`config.mk`:
```
export PLATFORM = sky130hd
export DESIGN_NAME = cc_retrig_ctrl
export DESIGN_NICKNAME = d
export VERILOG_FILES = /design/src/rtl/ccr_pkg.sv /design/src/rtl/ccr_sync.sv /design/src/rtl/ccr_zc_track.sv /design/src/rtl/ccr_seq.sv /design/src/rtl/cc_retrig_ctrl.sv
export SDC_FILE = /design/constraint.sdc
export NUM_CORES = 1
export LEC_CHECK = 0
export BUFFER_PORTS_ARGS = -buffer_cell sky130_fd_sc_hd__buf_2
export CAP_MARGIN = 20
export CORE_UTILIZATION = 40
export CTS_CLUSTER_DIAMETER = 60
export DETAILED_ROUTE_END_ITERATION = 10
export GPL_TIMING_DRIVEN = 0
export PLACE_DENSITY = 0.58
export SYNTH_ARGS = -nofsm -noshare
export SYNTH_HDL_FRONTEND = slang
export SYNTH_SLANG_ARGS = --single-unit
```
`constraint.sdc`:
```
create_clock -name clk -period 3.25 [get_ports clk]
set_input_delay 0.1625 -clock clk [delete_from_list [all_inputs] [get_ports clk]]
set_output_delay 0.1625 -clock clk [all_outputs]
set_load 0.02 [all_outputs]
```
`src/rtl/ccr_pkg.sv`:
```
package ccr_pkg;

    typedef enum logic [2:0] {
        ST_IDLE,
        ST_ARM,
        ST_PULSE,
        ST_SETTLE,
        ST_WATCH,
        ST_HALT
    } seq_state_t;

    // synchronised sense inputs, MSB first
    typedef struct packed {
        logic low_ok;      // above lower window edge
        logic high_trip;   // above upper window edge
        logic vline;       // mains polarity
    } sense_t;

    localparam int SENSE_W = $bits(sense_t);

    // outcome of one window event seen in the on state
    typedef struct packed {
        logic fire;
        logic unexpected;
        logic overrun;
    } trig_info_t;

    function automatic logic in_window(sense_t s);
        return s.low_ok && !s.high_trip;
    endfunction

    function automatic int unsigned eff_width(int unsigned req, int unsigned floor_v);
        return (req < floor_v) ? floor_v : req;
    endfunction

endpackage

```
`src/rtl/ccr_sync.sv`:
```
module ccr_sync #(
    parameter int WIDTH  = 3,
    parameter int STAGES = 2
) (
    input  logic             clk,
    input  logic             rst,
    input  logic [WIDTH-1:0] d,
    output logic [WIDTH-1:0] q
);

    logic [STAGES-1:0][WIDTH-1:0] chain;

    generate
        if (STAGES == 1) begin : g_single
            always_ff @(posedge clk) begin
                if (rst) chain <= '0;
                else     chain <= d;
            end
        end else begin : g_multi
            always_ff @(posedge clk) begin
                if (rst) chain <= '0;
                else     chain <= {chain[STAGES-2:0], d};
            end
        end
    endgenerate

    assign q = chain[STAGES-1];

endmodule

```
`src/rtl/ccr_zc_track.sv`:
```
module ccr_zc_track #(
    parameter int LAG_W = 20,
    parameter int RL_W  = 4
) (
    input  logic             clk,
    input  logic             rst,
    input  logic             vline_s,
    input  logic             retrig_inc,
    output logic             vedge,
    output logic [LAG_W-1:0] since_q,
    output logic [RL_W-1:0]  rcnt_q
);

    localparam logic [LAG_W-1:0] SINCE_MAX = '1;
    localparam logic [RL_W-1:0]  RCNT_MAX  = '1;

    logic vline_d;

    assign vedge = vline_s ^ vline_d;

    always_ff @(posedge clk) begin
        if (rst) begin
            vline_d <= 1'b0;
            since_q <= '0;
            rcnt_q  <= '0;
        end else begin
            vline_d <= vline_s;
            if (vedge)
                since_q <= '0;
            else if (since_q != SINCE_MAX)
                since_q <= since_q + 1'b1;
            if (vedge)
                rcnt_q <= RL_W'(retrig_inc);
            else if (retrig_inc && rcnt_q != RCNT_MAX)
                rcnt_q <= rcnt_q + 1'b1;
        end
    end

    AST_SINCE_RESTART: assert property (@(posedge clk) disable iff (rst)
        vedge |=> since_q == '0);

    AST_RCNT_CLEAR: assert property (@(posedge clk) disable iff (rst)
        (vedge && !retrig_inc) |=> rcnt_q == '0);

endmodule

```
`src/rtl/ccr_seq.sv`:
```
module ccr_seq
    import ccr_pkg::*;
#(
    parameter int          PW_W      = 16,
    parameter int          ST_W      = 16,
    parameter int          LAG_W     = 20,
    parameter int          RL_W      = 4,
    parameter int unsigned MIN_PULSE = 2000,
    parameter int          ARM_EDGES = 5
) (
    input  logic             clk,
    input  logic             rst,
    input  logic             enable,
    input  logic             shut_en,
    input  logic             win_now,
    input  logic             vedge,
    input  logic [LAG_W-1:0] since_q,
    input  logic [RL_W-1:0]  rcnt_q,
    input  logic [PW_W-1:0]  pulse_len,
    input  logic [ST_W-1:0]  settle_len,
    input  logic [LAG_W-1:0] lag_max,
    input  logic [RL_W-1:0]  retrig_limit,
    output logic             retrig_inc,
    output logic             gate_n,
    output logic             alarm,
    output logic             fault
);

    localparam int TMR_W = (PW_W > ST_W) ? PW_W : ST_W;
    localparam int ARM_W = (ARM_EDGES > 2) ? $clog2(ARM_EDGES) : 1;
    localparam logic [ARM_W-1:0] ARM_LAST = ARM_W'(ARM_EDGES - 1);

    seq_state_t       state_q, state_d;
    logic [TMR_W-1:0] tmr_q, tmr_d;
    logic [ARM_W-1:0] arm_q, arm_d;
    logic             alarm_q, alarm_d;
    logic             fault_q, fault_d;

    trig_info_t       ev;
    logic [RL_W-1:0]  rc_now;
    logic [31:0]      pw_eff;
    logic [TMR_W-1:0] pw_load;
    logic [TMR_W-1:0] st_load;

    assign pw_eff  = eff_width(32'(pulse_len), MIN_PULSE);
    assign pw_load = TMR_W'(pw_eff - 32'd1);
    assign st_load = TMR_W'(settle_len) - 1'b1;
    assign rc_now  = vedge ? '0 : rcnt_q;

    always_comb begin
        ev.fire       = (state_q == ST_WATCH) && win_now;
        ev.unexpected = ev.fire && !vedge && (since_q > lag_max);
        ev.overrun    = ev.fire && (rc_now >= retrig_limit);
    end

    always_comb begin
        state_d = state_q;
        tmr_d   = tmr_q;
        arm_d   = arm_q;
        alarm_d = alarm_q;
        fault_d = fault_q;
        if (!enable) begin
            state_d = ST_IDLE;
            tmr_d   = '0;
            arm_d   = '0;
            alarm_d = 1'b0;
            fault_d = 1'b0;
        end else begin
            unique case (state_q)
                ST_IDLE: begin
                    state_d = ST_ARM;
                    arm_d   = '0;
                end
                ST_ARM: begin
                    if (vedge) begin
                        if (arm_q == ARM_LAST) begin
                            state_d = ST_PULSE;
                            tmr_d   = pw_load;
                        end else begin
                            arm_d = arm_q + 1'b1;
                        end
                    end
                end
                ST_PULSE: begin
                    if (tmr_q == '0) begin
                        if (settle_len == '0) begin
                            state_d = ST_WATCH;
                        end else begin
                            state_d = ST_SETTLE;
                            tmr_d   = st_load;
                        end
                    end else begin
                        tmr_d = tmr_q - 1'b1;
                    end
                end
                ST_SETTLE: begin
                    if (tmr_q == '0) state_d = ST_WATCH;
                    else             tmr_d   = tmr_q - 1'b1;
                end
                ST_WATCH: begin
                    if (ev.fire) begin
                        alarm_d = alarm_q | ev.unexpected;
                        fault_d = fault_q | ev.overrun;
                        if (shut_en && (ev.unexpected || ev.overrun)) begin
                            state_d = ST_HALT;
                        end else begin
                            state_d = ST_PULSE;
                            tmr_d   = pw_load;
                        end
                    end
                end
                ST_HALT: state_d = ST_HALT;
                default: state_d = ST_IDLE;
            endcase
        end
    end

    always_ff @(posedge clk) begin
        if (rst) begin
            state_q <= ST_IDLE;
            tmr_q   <= '0;
            arm_q   <= '0;
            alarm_q <= 1'b0;
            fault_q <= 1'b0;
        end else begin
            state_q <= state_d;
            tmr_q   <= tmr_d;
            arm_q   <= arm_d;
            alarm_q <= alarm_d;
            fault_q <= fault_d;
        end
    end

    assign retrig_inc = ev.fire;
    assign gate_n     = (state_q != ST_PULSE);
    assign alarm      = alarm_q;
    assign fault      = fault_q;

    // low-time counter used only by the width assertion
    logic [TMR_W:0] low_run;
    always_ff @(posedge clk) begin
        if (rst || gate_n)  low_run <= '0;
        else if (!(&low_run)) low_run <= low_run + 1'b1;
    end

    AST_GATE_OFF_WHEN_DISABLED: assert property (@(posedge clk) disable iff (rst)
        !enable |=> gate_n);

    AST_PULSE_FLOOR: assert property (@(posedge clk) disable iff (rst)
        ($rose(gate_n) && $past(enable)) |-> 32'(low_run) >= MIN_PULSE);

    AST_ALARM_STICKY: assert property (@(posedge clk) disable iff (rst)
        (enable && alarm) |=> alarm);

    AST_FAULT_STICKY: assert property (@(posedge clk) disable iff (rst)
        (enable && fault) |=> fault);

    AST_SHUTOFF_QUIET: assert property (@(posedge clk) disable iff (rst)
        (($rose(alarm) || $rose(fault)) && $past(shut_en)) |-> gate_n);

endmodule

```
`src/rtl/cc_retrig_ctrl.sv`:
```
module cc_retrig_ctrl
    import ccr_pkg::*;
#(
    parameter int          PW_W      = 16,
    parameter int          ST_W      = 16,
    parameter int          LAG_W     = 20,
    parameter int          RL_W      = 4,
    parameter int unsigned MIN_PULSE = 2000,
    parameter int          ARM_EDGES = 5,
    parameter int          SYNC_STG  = 2
) (
    input  logic             clk,
    input  logic             rst,
    input  logic             enable,
    input  logic             shut_en,
    input  logic             cmp_low_in,
    input  logic             cmp_high_in,
    input  logic             vzc_in,
    input  logic [PW_W-1:0]  pulse_len,
    input  logic [ST_W-1:0]  settle_len,
    input  logic [LAG_W-1:0] lag_max,
    input  logic [RL_W-1:0]  retrig_limit,
    output logic             gate_n,
    output logic             alarm,
    output logic             fault
);

    sense_t           sense_raw, sense_s;
    logic             vedge;
    logic             retrig_inc;
    logic [LAG_W-1:0] since_q;
    logic [RL_W-1:0]  rcnt_q;

    assign sense_raw = '{low_ok: cmp_low_in, high_trip: cmp_high_in, vline: vzc_in};

    ccr_sync #(
        .WIDTH  (SENSE_W),
        .STAGES (SYNC_STG)
    ) u_sync (
        .clk (clk),
        .rst (rst),
        .d   (sense_raw),
        .q   (sense_s)
    );

    ccr_zc_track #(
        .LAG_W (LAG_W),
        .RL_W  (RL_W)
    ) u_track (
        .clk        (clk),
        .rst        (rst),
        .vline_s    (sense_s.vline),
        .retrig_inc (retrig_inc),
        .vedge      (vedge),
        .since_q    (since_q),
        .rcnt_q     (rcnt_q)
    );

    ccr_seq #(
        .PW_W      (PW_W),
        .ST_W      (ST_W),
        .LAG_W     (LAG_W),
        .RL_W      (RL_W),
        .MIN_PULSE (MIN_PULSE),
        .ARM_EDGES (ARM_EDGES)
    ) u_seq (
        .clk          (clk),
        .rst          (rst),
        .enable       (enable),
        .shut_en      (shut_en),
        .win_now      (in_window(sense_s)),
        .vedge        (vedge),
        .since_q      (since_q),
        .rcnt_q       (rcnt_q),
        .pulse_len    (pulse_len),
        .settle_len   (settle_len),
        .lag_max      (lag_max),
        .retrig_limit (retrig_limit),
        .retrig_inc   (retrig_inc),
        .gate_n       (gate_n),
        .alarm        (alarm),
        .fault        (fault)
    );

endmodule

```
==> run summary <==
crit path launch type - flop
crit path setup slack, layout - 0.3021 ns
htree depth - 2
outcome - complete, no violations
Critical Path RT - 3.47 ns
placed inst area - 0.004736 mm2
vias in the first global route - 3967
Overflow after GRT - 0
Die Ht - 105.0 um
crit path cell chain - xnor2_1, and2_1, ha_1, o21ai_0, a21oi_1, o311a_1, or2_2, o211a_1, o311a_2, a31o_2
DRC - 0
pre-CTS setup slack - -0.01870 ns
top cell type's share of synthesized area - 25.97%
number of flops mapped to enable cells by yosys - 0
top cell type by total area after synthesis - dfxtp_1
vias per cell - 5.524
total track usage - 20.96%
#FFs+latches synth - 55
fraction of layout cells with a size suffix above 1 - 16.32%
Final Hold Slack - 0.05748 ns
Clock Tree Buf Depth - 2
# setup viols final - 0
Synth Instances - 549
Sink Count - 55
critical path's largest stage delay - 0.42 ns
Unique masters post-synth - 62
hpwl dp - 9018 um
placeable core area - 0.01032 mm2
crit end category - flop
final period utilization - 90.70%
fin area - 0.004876 mm2
measured slew at the worst slew-check pin - 0.9312 ns
Worst Skew - 0.01177 ns
ranking of synthesized cells by area - dfxtp_1, ha_1, xor2_1
CP Class - reg2reg
Hold Crit Class - in2reg
first drt pass iteration count - 5
Synthesis Warnings - 0
crit path DAT - 3.17 ns
max-cap violation count - 0
I/O pin count - 66
Rel. slew slack - 37.35%
TritonCTS clock tree - done
Fmax - 339.2 MHz
top_reg_cell synth - dfxtp_1
Hold Vio Cnt, Final - 0
hold bufs inserted after CTS - 0
largest net degree at the start of global routing - 17
RSZ-0062 raised after global routing - no
CTS Root Cell - clkbuf_8
Worst Path Max Fanout - 7
first-pass GRT wire length - 18790 um
Vias - 4204
average wire per standard cell - 15.01 um
mapped cell area - 0.004240 mm2
initial core utilization - 41.07%
die area - 0.01102 mm2
Seq/Total Area, Yosys - 25.97%
syn_nets - 643
Avg Cell Area, Syn - 7.724 um2
Post-DRT Antenna Nets - 0
final WL - 11430 um
GPL Wtd Cong - 0.8936
max-slew violations - 0
Synth top cells by count - dfxtp_1, nor2_1, nand2_1
clock latency on the worst-skew pair - 0.31 ns
power per cell area - 324.3 mW/mm2
initial DRC count - 219
Reg clk slew, reported paths - 0.11 ns
Pleak - 2.038 nW
Layout area overhead - 14.99%
layout net count - 718
Non-Filler Instances - 761
Final min period - 2.948 ns
# port buffers - 65
Cells after DPL - 750
antenna violations before repair - 0
TritonCTS Buffers - 5
fill cell count - 1029
ys async rst share - 0%
Site Rows - 37
chip width - 105.0 um
Resize count post-CTS - 0
Worst VDD drop - 0.2261 mV
antenna cells - 0
CP max stage cell - o311a_2
==> power breakdown <==
part / total [W] / internal [W] / switching [W]
Sequential: 0.000706 / 0.000689 / 0.0000169
Clock: 0.000481 / 0.000250 / 0.000231
Combinational: 0.000395 / 0.000153 / 0.000242
Total: 0.00158 / 0.00109 / 0.000489
==> placed cells by master (no fill, tap or decap), drive strengths merged, types with 8 or more instances in the layout <==
cell / synthesis / routed
buf: 5 / 73
nor2: 56 / 56
dfxtp: 55 / 55
nand2: 44 / 44
a21oi: 43 / 43
inv: 34 / 34
ha: 31 / 31
o21ai: 28 / 28
xor2: 28 / 28
nand3: 26 / 26
nor3: 20 / 20
clkbuf: 14 / 20
nand4: 16 / 16
xnor2: 16 / 16
nor2b: 14 / 14
nor4: 12 / 12
o31ai: 9 / 9
nand2b: 8 / 8
==> through the flow <==
step / total power [W] / setup TNS [ns] / utilization, %
floorplan: 0.0009778 / 0 / -
global placement: 0.001106 / 0 / 45.87
detailed placement: 0.001112 / -0.03181 / 45.87
CTS: 0.001589 / 0 / 47.23
global route: 0.001668 / 0 / 47.23
finish: 0.001582 / 0 / 47.23
==> sequential cells by signal, summed over array words and instances, names as in the netlist <==
register	count
u_seq.alarm	1
u_seq.arm_q	3
u_seq.fault	1
u_seq.state_q	3
u_seq.tmr_q	16
u_sync.chain	3
u_sync.q	3
u_track.rcnt_q	4
u_track.since_q	20
u_track.vline_d	1
==> logic make-up after synthesis <==
| group | after synthesis | synth area share [%] |
|---|---|---|
| flip-flops | 55 | 25.97 |
| AND/OR/NAND/NOR | 237 | 30.10 |
| buffers and inverters | 53 | 4.957 |
| AO/OA/AOI/OAI | 123 | 19.27 |
| multiplexers | 6 | 1.475 |
| XOR/XNOR | 44 | 9.088 |
| adder cells (fa/ha/maj) | 31 | 9.147 |
==> worst max-delay path: cells and delay by family, from the launching register on <==
family / cells / cell delay [ns]
XOR/XNOR: 1 / 0.39
AND/OR/NAND/NOR: 2 / 0.52
flip-flops: 1 / 0.34
AO/OA/AOI/OAI: 6 / 1.41
adder cells (fa/ha/maj): 1 / 0.22
==> final timing paths <==
path,from,endpoint,slack [ns],cells after the start
worst min register to register,u_sync.chain[1]$_SDFF_PP0_,u_sync.q[1]$_SDFF_PP0_,0.44,1
worst min-delay path,vzc_in,u_sync.chain[0]$_SDFF_PP0_,0.06,2
worst max-delay path,u_track.vline_d$_SDFF_PP0_,u_seq.tmr_q[4]$_SDFFE_PP0P_,0.30,10
worst max register to register,u_track.vline_d$_SDFF_PP0_,u_seq.tmr_q[4]$_SDFFE_PP0P_,0.30,10
==> layer usage <==
metal / part of all wire (%) / global-route usage, %
met1: 49 / 28.66
met2: 46 / 34.82
met3: 4.5 / 2.870
met4: 1.3 / 4.829
met5: 0 / 0
==> timing repair <==
| item | 4_1_cts | 5_1_grt |
|---|---|---|
| setup buffers | 3 | 0 |
| endpoints found under the setup margin | 4 | 0 |
| endpoints found under the hold margin | 0 | 0 |
==> cell type report <==
cell class / instances / area (um2) / share of cell area [%]
inverters: 34 / 127.6 / 2.617
repair buffers: 68 / 347.8 / 7.134
plain buffers: 19 / 82.58 / 1.694
multi-input cells: 441 / 2929 / 60.07
clock inverters: 2 / 35.03 / 0.7185
clock buffers: 6 / 82.58 / 1.694
flip-flops and latches: 55 / 1101 / 22.58
well taps: 136 / 170.2 / 3.490
Note: power is estimated with default switching activity, not from simulation.
